$ cat src/rtl/eag_pkg.sv
package eag_pkg;
  localparam int unsigned AW = 16;
  localparam int unsigned BW = 8;

  typedef enum logic [2:0] {
    M_IDX      = 3'd0,
    M_IDX_B    = 3'd1,
    M_IDX_W    = 3'd2,
    M_STK_B    = 3'd3,
    M_STK_W    = 3'd4,
    M_PINC     = 3'd5,
    M_PINC_B   = 3'd6,
    M_PAGE0    = 3'd7
  } ea_mode_e;

  // widen an unsigned byte to an address
  function automatic logic [AW-1:0] widen_byte(input logic [BW-1:0] b);
    return {{(AW-BW){1'b0}}, b};
  endfunction

  // join two offset bytes into a word
  function automatic logic [AW-1:0] join_word(input logic [BW-1:0] hi, input logic [BW-1:0] lo);
    return {hi, lo};
  endfunction

  // modular address sum with carry out
  function automatic logic [AW:0] wrap_add(input logic [AW-1:0] a, input logic [AW-1:0] b);
    return {1'b0, a} + {1'b0, b};
  endfunction

  function automatic logic is_post_inc(input logic [2:0] m);
    return (m == M_PINC) || (m == M_PINC_B);
  endfunction
endpackage

$ cat src/rtl/eag_operand_sel.sv
module eag_operand_sel
  import eag_pkg::*;
(
  input  logic [2:0]    mode,
  input  logic [AW-1:0] hx,
  input  logic [AW-1:0] sp,
  input  logic [BW-1:0] off_hi,
  input  logic [BW-1:0] off_lo,
  output logic [AW-1:0] base,
  output logic [AW-1:0] offset
);
  always_comb begin
    base   = hx;
    offset = '0;
    unique case (ea_mode_e'(mode))
      M_IDX:    begin base = hx; offset = '0;                       end
      M_IDX_B:  begin base = hx; offset = widen_byte(off_lo);       end
      M_IDX_W:  begin base = hx; offset = join_word(off_hi, off_lo); end
      M_STK_B:  begin base = sp; offset = widen_byte(off_lo);       end
      M_STK_W:  begin base = sp; offset = join_word(off_hi, off_lo); end
      M_PINC:   begin base = hx; offset = '0;                       end
      M_PINC_B: begin base = hx; offset = widen_byte(off_lo);       end
      M_PAGE0:  begin base = '0; offset = widen_byte(off_lo);       end
      default:  begin base = hx; offset = '0;                       end
    endcase
  end
endmodule

$ cat src/rtl/eag_adder.sv
module eag_adder
  import eag_pkg::*;
(
  input  logic [AW-1:0] base,
  input  logic [AW-1:0] offset,
  output logic [AW-1:0] sum,
  output logic          wrap_evt
);
  logic [AW:0] full;
  always_comb begin
    full     = wrap_add(base, offset);
    sum      = full[AW-1:0];
    wrap_evt = full[AW];
  end
endmodule

$ cat src/rtl/eag_writeback.sv
module eag_writeback
  import eag_pkg::*;
(
  input  logic [2:0]    mode,
  input  logic [AW-1:0] hx,
  output logic [AW-1:0] nx,
  output logic          wr
);
  logic [AW:0] bumped;
  always_comb begin
    bumped = wrap_add(hx, widen_byte(8'd1));
    wr     = is_post_inc(mode);
    nx     = wr ? bumped[AW-1:0] : hx;
  end
endmodule

$ cat src/rtl/idx_ea_gen.sv
module idx_ea_gen
  import eag_pkg::*;
(
  input  logic          clk,
  input  logic          rst_n,
  input  logic [2:0]    mode,
  input  logic [15:0]   hx,
  input  logic [15:0]   sp,
  input  logic [7:0]    off_hi,
  input  logic [7:0]    off_lo,
  output logic [15:0]   ea,
  output logic [15:0]   hx_next,
  output logic          hx_wr
);
  logic [AW-1:0] sel_base, sel_off, addr_d, nx_d;
  logic          wr_d, addr_wrap;

  eag_operand_sel u_sel (
    .mode(mode), .hx(hx), .sp(sp), .off_hi(off_hi), .off_lo(off_lo),
    .base(sel_base), .offset(sel_off)
  );

  eag_adder u_add (
    .base(sel_base), .offset(sel_off), .sum(addr_d), .wrap_evt(addr_wrap)
  );

  eag_writeback u_wb (
    .mode(mode), .hx(hx), .nx(nx_d), .wr(wr_d)
  );

  always_ff @(posedge clk or negedge rst_n) begin
    if (!rst_n) begin
      ea      <= '0;
      hx_next <= '0;
      hx_wr   <= 1'b0;
    end else begin
      ea      <= addr_d;
      hx_next <= nx_d;
      hx_wr   <= wr_d;
    end
  end


  post_inc_value_chk: assert property (@(posedge clk) disable iff (!rst_n)
    hx_wr |-> (hx_next == $past(hx) + 16'd1));


  wr_only_post_inc_chk: assert property (@(posedge clk) disable iff (!rst_n)
    hx_wr |-> ($past(mode) == 3'd5 || $past(mode) == 3'd6));


  page_zero_chk: assert property (@(posedge clk) disable iff (!rst_n)
    ($past(rst_n) && $past(mode) == 3'd7) |-> (ea == {8'h00, $past(off_lo)}));


  plain_index_chk: assert property (@(posedge clk) disable iff (!rst_n)
    ($past(rst_n) && $past(mode) == 3'd0) |-> (ea == $past(hx)));


  byte_off_wrap_chk: assert property (@(posedge clk) disable iff (!rst_n)
    ($past(rst_n) && $past(mode) == 3'd1) |-> (ea == $past(hx) + {8'h00, $past(off_lo)}));
endmodule

$ cat config.mk
export PLATFORM = sky130hd
export DESIGN_NAME = idx_ea_gen
export DESIGN_NICKNAME = d
export VERILOG_FILES = /design/src/rtl/eag_pkg.sv /design/src/rtl/eag_operand_sel.sv /design/src/rtl/eag_adder.sv /design/src/rtl/eag_writeback.sv /design/src/rtl/idx_ea_gen.sv
export SDC_FILE = /design/constraint.sdc
export NUM_CORES = 1
export LEC_CHECK = 0
export ABC_AREA = 0
export BUFFER_PORTS_ARGS = -buffer_cell sky130_fd_sc_hd__buf_2
export CAP_MARGIN = 20
export CORE_ASPECT_RATIO = 0.9
export CORE_MARGIN = 2
export CORE_UTILIZATION = 30
export CTS_CLUSTER_DIAMETER = 60
export CTS_CLUSTER_SIZE = 28
export DETAILED_ROUTE_END_ITERATION = 12
export GPL_TIMING_DRIVEN = 0
export SLEW_MARGIN = 15
export SYNTH_ARGS = -nofsm -noshare
export SYNTH_HDL_FRONTEND = slang
export SYNTH_HIERARCHICAL = 1
export SYNTH_SLANG_ARGS = --single-unit
$ cat constraint.sdc
create_clock -name clk -period 0.95 [get_ports clk]
set_input_delay 0.0475 -clock clk [delete_from_list [all_inputs] [get_ports clk]]
set_output_delay 0.0475 -clock clk [all_outputs]
set_load 0.01 [all_outputs]
# Yosys cells after proc, flatten, opt, wreduce, memory -nomap -nowiden
# Cells that the tools add are included.
[word_totals] register_bits=33 latchBits=0 mem_bits_rw=0 rom_bits=0 out_inout_bits=33 word_cells=22 n_memories=0
[classes] addsub=2 mul=0 n_div=0 order_cmp=0 eq_ne=7 shift=0 n_mux=3 n_bitwise=0 reduce_logical=7
[ops] operator="16-bit one-hot mux with 3 select lines" n=2
[ops] operator="16-bit by 1-bit adder with 16-bit output (second input constant)" n=1
[ops] operator="16-bit adder" n=1
[ops] operator="16-bit two-way mux" n=1
[ops] operator="3-bit equality test (second input constant)" n=4
[ops] operator="3-bit by 2-bit equality test with 1-bit output (second input constant)" n=2
[ops] operator="2-bit OR reduction" n=3
[ops] operator="5-bit OR reduction" n=1
[ops] operator="4-bit OR reduction" n=1
[ops] operator="3-bit by 1-bit equality test with 1-bit output (second input constant)" n=1
[ops] operator="3-bit logical NOT" n=1
[ops] operator="1-bit logical OR" n=1

# Logic depth before layout (Yosys ltp)
# Gate-level depths: netlist (run 1).
[logic_depth] depth_word=4 depth_mapped=12 ltp_nobuf=10

# Modules after synthesis
# Netlist (run 1), hierarchy kept.
[modules_own_cells] mod="eag_operand_sel" instances=1 cells_each=133 area_per_inst_um2=996.0 seq_area_each_um2=0.0
[modules_own_cells] mod="idx_ea_gen" instances=1 cells_each=33 area_per_inst_um2=825.8 seq_area_each_um2=825.8
[modules_own_cells] mod="eag_adder" instances=1 cells_each=97 area_per_inst_um2=744.5 seq_area_each_um2=0.0
[modules_own_cells] mod="eag_writeback" instances=1 cells_each=45 area_per_inst_um2=332.8 seq_area_each_um2=0.0

# Worst setup path before layout (run 1)
# Ideal clock, no wire load.
[synth_path] path_kind="input to register" startpoint="in mode[2]" endpoint="reg ea[12]" setup_time_ns=0.080 t_arrival_ns=2.211 required_ns=0.870 setup_slack_ns=-1.341 cell_stages=11 path_buffers=1 path_cell_list="buf_6 xor2_2 nor2_4 nor2b_2 ha_1 fa_1 a21o_4 a311oi_2 o31ai_2 a21oi_2 xnor2_1"
[synth_via] elab_chain_cells=4
[synth_rtl] item="start, declared" line_no="idx_ea_gen.sv:6" rtl="input logic [2:0] mode,"
[synth_rtl] item="3-bit by 1-bit equality test with 1-bit output (tied with other cells)" line_no="eag_operand_sel.sv:15" rtl="unique case (ea_mode_e'(mode))"
[synth_rtl] item="4-bit OR reduction (no line) / 2-bit OR reduction (equally long branches)"
[synth_rtl] item="16-bit one-hot mux with 3 select lines (*)" line_no="eag_operand_sel.sv:15"
[synth_rtl] item="via sel_off[0]" line_no="idx_ea_gen.sv:15" rtl="logic [AW-1:0] sel_base, sel_off, addr_d, nx_d;"
[synth_rtl] item="16-bit adder (*)" line_no="eag_pkg.sv:28" rtl="return {1'b0, a} + {1'b0, b};"
[synth_rtl] item="via addr_d[12]" line_no="idx_ea_gen.sv:15"
[synth_rtl] item="end signal, assigned" line_no="idx_ea_gen.sv:37" rtl="ea <= addr_d;"
[synth_rtl] item="end, declared" line_no="idx_ea_gen.sv:11" rtl="output logic [15:0] ea,"
# The timed path passes the listed nets; every way through them passes the cells marked *.

# Worst setup path after layout (run 1)
# Ends and elaborated chain as after synthesis.

==> flow_metrics.env, run 1 <==
export IMPL_status="complete, but fails checks"
export IMPL_violations="negative setup slack"
export IMPL_period_needed_ns=2.061
export IMPL_clkSinkCount=33
export IMPL_grt_pass1_vias=2771
export IMPL_slew_headroom_pct=69.53
export IMPL_cp_end_kind="flop"
export IMPL_floorplan_initialDensity_pct=31.04
export IMPL_crit_arrival_ns=2.26
export IMPL_nFillCells=908
export IMPL_wirelength_mm=8.385
export IMPL_final_antenna_net_count=0
export IMPL_clk_pin_slew_ns=0.07
export IMPL_avgSynthCellArea_um2=9.463
export IMPL_dpl_worst_slack_ns=-1.595
export IMPL_post_dp_hpwl_mm=6.175
export IMPL_grt_overflow_total=0
export IMPL_cts_tree="built"
export IMPL_cp_start_kind="input pin"
export IMPL_cp_max_fo=6
export IMPL_timing_final_crit_share_pct=216.9
export IMPL_grt_pass1_wl_mm=13.65
export IMPL_core_rowCount=33
export IMPL_drv_slew=0
export IMPL_rsz0062_at_grt="yes"
export IMPL_antenna_found_initial=0
export IMPL_diodes=0
export IMPL_cts_max_level=2
export IMPL_numCtsBuffers=5
export IMPL_grt_total_usage_pct=16.85
export IMPL_hp_class="input pin to flop"
export IMPL_viasPerCell=4.996
export IMPL_tightest_slew_ns=0.4570
export IMPL_place_gp_congestion=0.8098
export IMPL_dieWidth_um=106.9
export IMPL_syn2layout_area_growth_pct=47.68
export IMPL_drc_errors=0
export IMPL_power_leakage_nw=1.882
export IMPL_grt_max_degree=34
export IMPL_drtPass1Iterations=5
export IMPL_hold_violations=0
export IMPL_ys_warnings_count=6
export IMPL_wl_per_cell_um=15.36
export IMPL_max_freq_ghz=0.4853
export IMPL_power_density_mw_per_mm2=1197
export IMPL_first_iter_violations=114
export IMPL_maxCapViolCount=0
export IMPL_synth_nets=373
export IMPL_coreArea_mm2=0.009208
export IMPL_clockRootBuffer="clkbuf_8"
export IMPL_io_pins=86
export IMPL_vdd_drop_max_v=0.0004753
export IMPL_multi_input_area_mm2=0.002225
export IMPL_setup_viol=15
export IMPL_seq_area_um2=825.8
export IMPL_total_power_mw=5.051
export IMPL_die_area_mm2=0.01032
export IMPL_dr_total_vias=2728
export IMPL_drive_above_1_share_pct=52.12
export IMPL_critPathKind="input pin to flop"
export IMPL_synth_area_mm2=0.002858
export IMPL_nets=494
export IMPL_io_buffers=85
export IMPL_fp_dieH_um=96.59
export IMPL_synth_cells=302
export IMPL_fin_ws_ns=-1.111
export IMPL_cp_data_required_time_ns=1.15
export IMPL_cts_buffer_depth=2
-- worst paths after layout --
check,startpoint,end,cells past startpoint
min in group asynchronous,rst_n,hx_next[12],2
setup / recovery,mode[2],ea[12],13
hold / removal,hx[13],hx_next[13],2
max in group asynchronous,rst_n,ea[10],2
-- report_power, final --
group          switching (mW)  total, mW  internal (mW)  leakage [nW]
Clock                   0.504       1.02          0.521        0.0395
Combinational            1.21       2.35           1.13          1.45
Sequential             0.0544       1.68           1.63         0.389
Total                    1.77       5.05           3.28          1.88
-- stage by stage --
step / util [%] / hold WS, ns / setup TNS [ns] / instances / instance area, um2
finish: 45.84 / 0.01032 / -13.41 / 546 / 4220
global route: 45.84 / 0.007471 / -14.35 / 546 / 4220
CTS: 44.35 / 0.004902 / -13.09 / 540 / 4084
detailed placement: 38.92 / 0.1615 / -21.45 / 509 / 3583
global placement: 38.92 / 0.1517 / -21.07 / 509 / 3583
floorplan: - / -0.2481 / -12.45 / 302 / 3005
-- state kept, by name (all words and copies together), names as in the netlist --
register  cells
ea           16
hx_next      16
hx_wr         1
-- layout make-up --
type / instances / share of cell area (%)
flip-flops and latches: 33 / 19.57
multi-input cells: 251 / 52.71
well taps: 122 / 3.617
inverters: 1 / 0.08894
clock buffers: 8 / 1.897
repair buffers: 116 / 17.61
plain buffers: 15 / 4.506
-- timing repair --
action / CTS / global route
cloned: 0 / 0
resized for setup: 55 / 18
hold buffers: 2 / 0
hold endpoints to repair: 34 / 0
setup buffers: 22 / 8
pin swaps: 32 / 15
endpoints found under the setup margin: 19 / 51
-- layer usage --
metal	share of wire (%)	track usage [%]	vias up
met5	0	0	-
met4	1.4	4.762	0
met3	6.5	2.750	11
met2	48	27.97	106
met1	44	22.85	1285
li1	-	-	1326
-- critical path, cell delays in order --
cell      delay, ns
buf_8          0.10
buf_8          0.13
buf_6          0.11
xor2_2         0.17
nor2_4         0.15
nor2b_2        0.08
ha_4           0.17
fa_2           0.35
a21o_4         0.24
a311oi_4       0.30
o31ai_4        0.11
a21oi_2        0.16
xnor2_1        0.13
-- cell usage in the layout (no fill, tap or decap), types with 3 or more instances in the layout --
master / count
a21o_1: 17
a21oi_2: 7
a21oi_4: 4
and2_1: 5
and2_4: 3
buf_12: 3
buf_2: 82
buf_4: 22
buf_6: 12
buf_8: 9
clkbuf_1: 3
clkbuf_8: 5
dfrtp_1: 33
ha_1: 7
ha_4: 10
nand2_1: 43
nand2_2: 3
nand3_1: 11
nand3b_1: 16
nand4_1: 4
nor2_1: 4
nor2_2: 3
nor2_4: 3
nor2b_2: 5
nor2b_4: 5
o211ai_1: 7
o211ai_2: 9
o21a_1: 3
o21ai_0: 6
o21ai_2: 13
o22ai_2: 3
xnor2_1: 15
xor2_1: 12
No activity file was read; power rests on OpenSTA's default activity.
==> inputs of run 2 (changes only) <==
SYNTH_HIERARCHICAL = unset   (was 1)
==> flow_metrics.env, run 2 <==
export IMPL_status="complete, but fails checks"
export IMPL_violations="negative setup slack"
export IMPL_numCtsBuffers=5
export IMPL_cp_max_fo=6
export IMPL_drv_slew=0
export IMPL_grt_pass1_wl_mm=11.28
export IMPL_diodes=0
export IMPL_nFillCells=759
export IMPL_ys_seq_elements=33
export IMPL_cp_slowest_cell="fa_2"
export IMPL_hp_start="hx[8]"
export IMPL_viasPerCell=5.036
export IMPL_slowest_delay_ns=0.42
export IMPL_grt_overflow_total=0
export IMPL_synth_area_mm2=0.002511
export IMPL_synth_cells=274
export IMPL_clkSinkCount=33
export IMPL_fp_dieH_um=90.80
export IMPL_syn2layout_area_growth_pct=54.66
export IMPL_p_int_mw=3.231
export IMPL_drive_above_1_share_pct=48.25
export IMPL_post_dp_hpwl_mm=5.395
export IMPL_final_cell_mix="79 x buf_2, 33 x dfrtp_1, 29 x buf_4, 18 x nand2_1, 15 x inv_1"
export IMPL_hold_depth=2
export IMPL_design_area_mm2=0.003884
export IMPL_dpl_cell_area_mm2=0.003159
export IMPL_holdWs_ns=0.01425
export IMPL_dr_total_vias=2513
export IMPL_power_density_mw_per_mm2=1257
export IMPL_slew_headroom_pct=68.48
export IMPL_fin_ws_ns=-1.154
export IMPL_cts_max_level=2
export IMPL_synth_common_cells="33 x dfrtp_1, 25 x a21oi_1, 20 x nand2_1"
export IMPL_antenna_found_initial=0
export IMPL_layout_commonest_cell="buf_2"
export IMPL_synth_top_cell_by_area="dfrtp_1"
export IMPL_min_to="hx_next[8]"
export IMPL_rsz0062_at_grt="yes"
export IMPL_combPwrFrac_pct=43.4
export IMPL_wirelength_mm=7.382
export IMPL_final_antenna_net_count=0
export IMPL_pwr_share_clk_pct=22.1
export IMPL_vdd_drop_max_v=0.0005759
export IMPL_synthArstFlopShare_pct=100.0
export IMPL_core_rowCount=31
export IMPL_wl_per_cell_um=14.79
export IMPL_period_needed_ns=2.104
export IMPL_crit_path_frequent_cell="a21oi_2"
export IMPL_coreArea_mm2=0.008107
export IMPL_cp_data_required_time_ns=1.17
export IMPL_crit_family="compound AO/OA/AOI/OAI gates"
export IMPL_synthFlopType="dfrtp_1"
export IMPL_grt_max_degree=34
export IMPL_hp_class="input pin to flop"
export IMPL_cts_tree="built"
export IMPL_power_share_switching_pct=33.82
export IMPL_power_leakage_nw=1.818
export IMPL_grt_pass1_vias=2429
export IMPL_timing_final_crit_share_pct=221.5
export IMPL_io_buffers=83
export IMPL_dpl_worst_slack_ns=-1.750
export IMPL_hold_violations=0
export IMPL_dieWidth_um=100.4
export IMPL_place_gp_congestion=0.8077
export IMPL_cp_end_kind="flop"
export IMPL_path_cells="buf_12, nor2b_4, buf_8, a221oi_4, a21oi_2, ha_2, fa_2, a21oi_2, o22ai_2, o21ai_2, mux2_4, nor2_4"
export IMPL_ys_warnings_count=0
export IMPL_crit_buf_inv=2
export IMPL_drc_errors=0
export IMPL_utilization_pct=47.91
export IMPL_netSwitchingPower_mw=1.651
export IMPL_io_pins=86
export IMPL_drtPass1Iterations=4
export IMPL_max_freq_ghz=0.4753
export IMPL_floorplan_initialDensity_pct=30.98
export IMPL_tightest_slew_ns=0.4728
export IMPL_clockRootBuffer="clkbuf_8"
export IMPL_nets=470
export IMPL_crit_arrival_ns=2.33
export IMPL_maxCapViolCount=0
export IMPL_top_regs="ea: 16 flops, hx_next: 16 flops, hx_wr: 1 flops"
export IMPL_yosysSeqAreaShare_pct=32.88
export IMPL_clk_pin_slew_ns=0.07
export IMPL_setup_viol=21
export IMPL_yosys_area_top_type_share_pct=32.88
export IMPL_netlist_cell_type_count=48
export IMPL_synth_nets=344
export IMPL_grt_total_usage_pct=15.64
export IMPL_cp_depth=12
export IMPL_synth_edf_count=0
export IMPL_die_area_mm2=0.009119
export IMPL_power_share_sequential_pct=34.5
export IMPL_critPathKind="input pin to flop"
export IMPL_avgSynthCellArea_um2=9.165
export IMPL_yosys_top_cells_area="dfrtp_1 33%, ha_1 8.0%, mux2i_1 6.4%"
export IMPL_first_iter_violations=47
export IMPL_cts_buffer_depth=2
export IMPL_yosysMostFrequentCell="dfrtp_1"
export IMPL_cp_start_kind="input pin"
-- run 2: changes by cell type in the layout (fill, tap and decap cells not counted), moves of 9 or more --
cell	before	now
o211ai_2	9	0
a221oi_1	0	11
nand3_1	11	1
a21oi_1	1	14
o21ai_2	13	3
inv_1	1	15
nand3b_1	16	0
a21o_1	17	2
nand2_1	43	18
nor2b_1	0	12
mux2i_1	0	13
-- run 2: kinds of logic (layout without fill, tap and decap cells) --
kind of cell / count (synthesis) / after routing / synth area share, %
flip-flops: 33 / 33 / 32.88
adder cells (fa/ha/maj): 17 / 17 / 8.769
buffers and inverters: 28 / 154 / 4.833
AO/OA/AOI/OAI: 74 / 74 / 19.58
XOR/XNOR: 27 / 27 / 9.716
multiplexers: 17 / 17 / 6.826
AND/OR/NAND/NOR: 78 / 78 / 17.39
-- run 2: what timing repair did --
item	in CTS	in global routing
pin swaps	25	35
gates resized for setup	36	45
hold buffers	5	0
endpoints found under the setup margin	22	57
endpoints found under the hold margin	37	0
buffers inserted	19	17
-- run 2: power groups by stage --
stage	Clock [mW]	Combinational (mW)	Sequential [mW]
2_1_floorplan	0	0.907	1.84
3_3_place_gp	0	1.60	1.71
3_5_place_dp	0	1.63	1.71
4_1_cts	1.13	1.89	1.69
5_1_grt	1.20	2.31	1.71
6_report	1.08	2.12	1.69
-- run 2: how the worst max path moves through the flow --
stage	start	to
6_report	mode[1]	ea[12]
5_1_grt	mode[1]	ea[12]
4_1_cts	mode[1]	ea[12]
3_5_place_dp	mode[0]	ea[12]
3_3_place_gp	mode[0]	ea[12]
2_1_floorplan	mode[1]	ea[12]
-- run 2: final cells by class --
cell class                 instances  area, um2  area share (%)
multi-input combinational        213       1907           49.10
clock buffer                       7      86.33           2.223
buffer                             8      113.9           2.932
inverter                          17      70.07           1.804
sequential                        33      825.8           21.26
timing repair buffer             122      757.0           19.49
tap                               99      123.9           3.189
-- run 2: layer usage --
layer  vias to the layer above  track usage (%)  share of wire [%]
met4                         0            4.680                1.7
met3                        12            3.870                4.9
met5                         -                0                  0
li1                       1240                -                  -
met2                        69            26.17                 50
met1                      1192            19.75                 44
-- run 2: through the flow --
step	instances	power, mW	setup TNS, ns
final	499	4.881	-13.51
after global routing	499	5.217	-14.87
after CTS	485	4.710	-13.60
after detailed placement	456	3.334	-24.44
after global placement	456	3.315	-23.77
after floorplan	274	2.746	-18.17
==> inputs of run 3 (changes only) <==
CORE_UTILIZATION = 55   (was 30)
PLACE_DENSITY = 0.86   (was unset)
==> flow_metrics.env, run 3 (synthesis gave the netlist of run 2 again) <==
export IMPL_status="complete, but fails checks"
export IMPL_violations="negative setup slack"
export IMPL_final_cell_mix="76 x buf_2, 33 x dfrtp_1, 27 x buf_4, 19 x buf_6, 16 x a21oi_1"
export IMPL_cts_tree="built"
export IMPL_setup_viol=32
export IMPL_clockRootBuffer="clkbuf_8"
export IMPL_grt_max_degree=34
export IMPL_post_dp_hpwl_mm=4.728
export IMPL_critPathKind="input pin to flop"
export IMPL_io_pins=86
export IMPL_viasPerCell=6.841
export IMPL_fin_ws_ns=-1.300
export IMPL_floorplan_initialDensity_pct=56.66
export IMPL_place_gp_congestion=0.8723
export IMPL_final_antenna_net_count=0
export IMPL_drtPass1Iterations=7
export IMPL_clkSinkCount=33
export IMPL_wirelength_mm=11.39
export IMPL_hp_start="hx[11]"
export IMPL_diodes=0
export IMPL_netSwitchingPower_mw=1.968
export IMPL_drive_above_1_share_pct=50.37
export IMPL_rsz0062_at_grt="yes"
export IMPL_design_area_mm2=0.004029
export IMPL_wl_per_cell_um=24.19
export IMPL_vdd_drop_max_v=0.001073
export IMPL_crit_path_start="mode[1]"
export IMPL_antenna_found_initial=0
export IMPL_cts_max_level=2
export IMPL_layoutNonFillerInstCount=471
export IMPL_first_iter_violations=526
export IMPL_grt_pass1_wl_mm=11.19
export IMPL_dpl_worst_slack_ns=-1.661
export IMPL_power_density_mw_per_mm2=1295
export IMPL_cp_end_kind="flop"
export IMPL_syn2layout_area_growth_pct=60.44
export IMPL_timing_final_crit_share_pct=236.9
export IMPL_crit_arrival_ns=2.43
export IMPL_power_share_switching_pct=37.73
export IMPL_numCtsBuffers=5
export IMPL_clk_pin_slew_ns=0.07
export IMPL_dpl_cell_area_mm2=0.003113
export IMPL_cts_buffer_depth=2
export IMPL_grt_overflow_total=0
export IMPL_period_needed_ns=2.250
export IMPL_drv_slew=0
export IMPL_max_freq_ghz=0.4444
export IMPL_dr_total_vias=3222
export IMPL_slew_headroom_pct=63.94
export IMPL_pwr_share_clk_pct=20.3
export IMPL_power_share_sequential_pct=32.6
export IMPL_cp_start_kind="input pin"
export IMPL_grt_pass1_vias=2445
export IMPL_hp_class="input pin to flop"
export IMPL_tightest_slew_ns=0.5410
export IMPL_cp_data_required_time_ns=1.13
export IMPL_dieWidth_um=75.23
export IMPL_hold_violations=0
export IMPL_p_int_mw=3.249
export IMPL_io_buffers=83
export IMPL_maxCapViolCount=0
export IMPL_fp_dieH_um=68.11
export IMPL_die_area_mm2=0.005123
export IMPL_coreArea_mm2=0.004432
export IMPL_combPwrFrac_pct=47.1
export IMPL_top_regs="ea: 16 flops, hx_next: 16 flops, hx_wr: 1 flops"
export IMPL_layout_commonest_cell="buf_2"
export IMPL_dpl_cell_count=419
export IMPL_core_rowCount=23
export IMPL_cp_endpoint="ea[11]"
export IMPL_grt_total_usage_pct=28.94
export IMPL_power_leakage_nw=1.913
export IMPL_drc_errors=0
export IMPL_cp_max_fo=6
export IMPL_nets=478
## run 3: changes by cell type in the layout (fill, tap and decap cells not counted), moves of 3 or more
cell     delta
o21ai_0     -3
nand2_4     +3
ha_1        -3
buf_6      +11
nand2_1     -4
a21oi_2     -5
buf_2       -3
a21oi_4     +3
## run 3: power by group through the flow
stage                     Combinational, mW  Clock, mW  Sequential, mW
after floorplan                       0.907          0            1.84
after global placement                 1.57          0            1.70
after detailed placement               1.61          0            1.70
after CTS                              1.85       1.02            1.68
after global routing                   2.57       1.12            1.72
final                                  2.46       1.06            1.70
## run 3: worst min-delay path by stage
stage / end / slack [ns] / depth (start not counted)
after CTS: hx_next[11] / 0.02 / 2
after global routing: hx_next[11] / 0.04 / 2
after floorplan: ea[0] / -0.25 / 0
final: hx_next[11] / 0.05 / 2
after global placement: hx_next[2] / 0.14 / 1
after detailed placement: hx_next[3] / 0.15 / 1
## run 3: repair_timing
item                                    in CTS  in global routing
endpoints found under the setup margin      22                 59
hold buffers                                 6                  0
pin swaps                                   25                 35
setup buffers                               22                 20
gates resized for setup                     32                 86
hold endpoints to repair                    38                  0
## run 3: worst max-delay path: stages
cell       delay [ns]
buf_12           0.11
nor2b_4          0.15
buf_4            0.14
a221oi_1         0.43
a21oi_2          0.12
ha_1             0.37
a211oi_2         0.09
o21ai_2          0.23
o2111ai_4        0.19
a31oi_2          0.24
xor2_1           0.30
## run 3: layout make-up
type                    count  area (um2)
plain buffers               8       117.6
clock buffers               8       80.08
flip-flops and latches     33       825.8
inverters                  17       70.07
repair buffers            130       884.6
well taps                  62       77.57
fillers                   146       402.9
multi-input cells         213        1973
## run 3: per-stage QoR
stage | utilization [%] | setup TNS (ns) | hold slack (ns) | power (mW)
6_report | 90.91 | -25.22 | 0.05410 | 5.217
5_1_grt | 90.91 | -25.31 | 0.03747 | 5.409
3_5_place_dp | 70.24 | -22.94 | 0.1484 | 3.306
3_3_place_gp | 70.24 | -22.28 | 0.1394 | 3.272
4_1_cts | 79.62 | -13.47 | 0.02258 | 4.546
2_1_floorplan | - | -18.17 | -0.2481 | 2.746
## run 3: per-layer routing
| layer | track usage, % | vias to the layer above | wire (um) |
|---|---|---|---|
| li1 | - | 1261 | - |
| met1 | 35.33 | 1498 | 3934 |
| met2 | 50.44 | 357 | 5204 |
| met3 | 6.627 | 106 | 1522 |
| met4 | 9.430 | 0 | 732 |
| met5 | 0 | - | 0 |
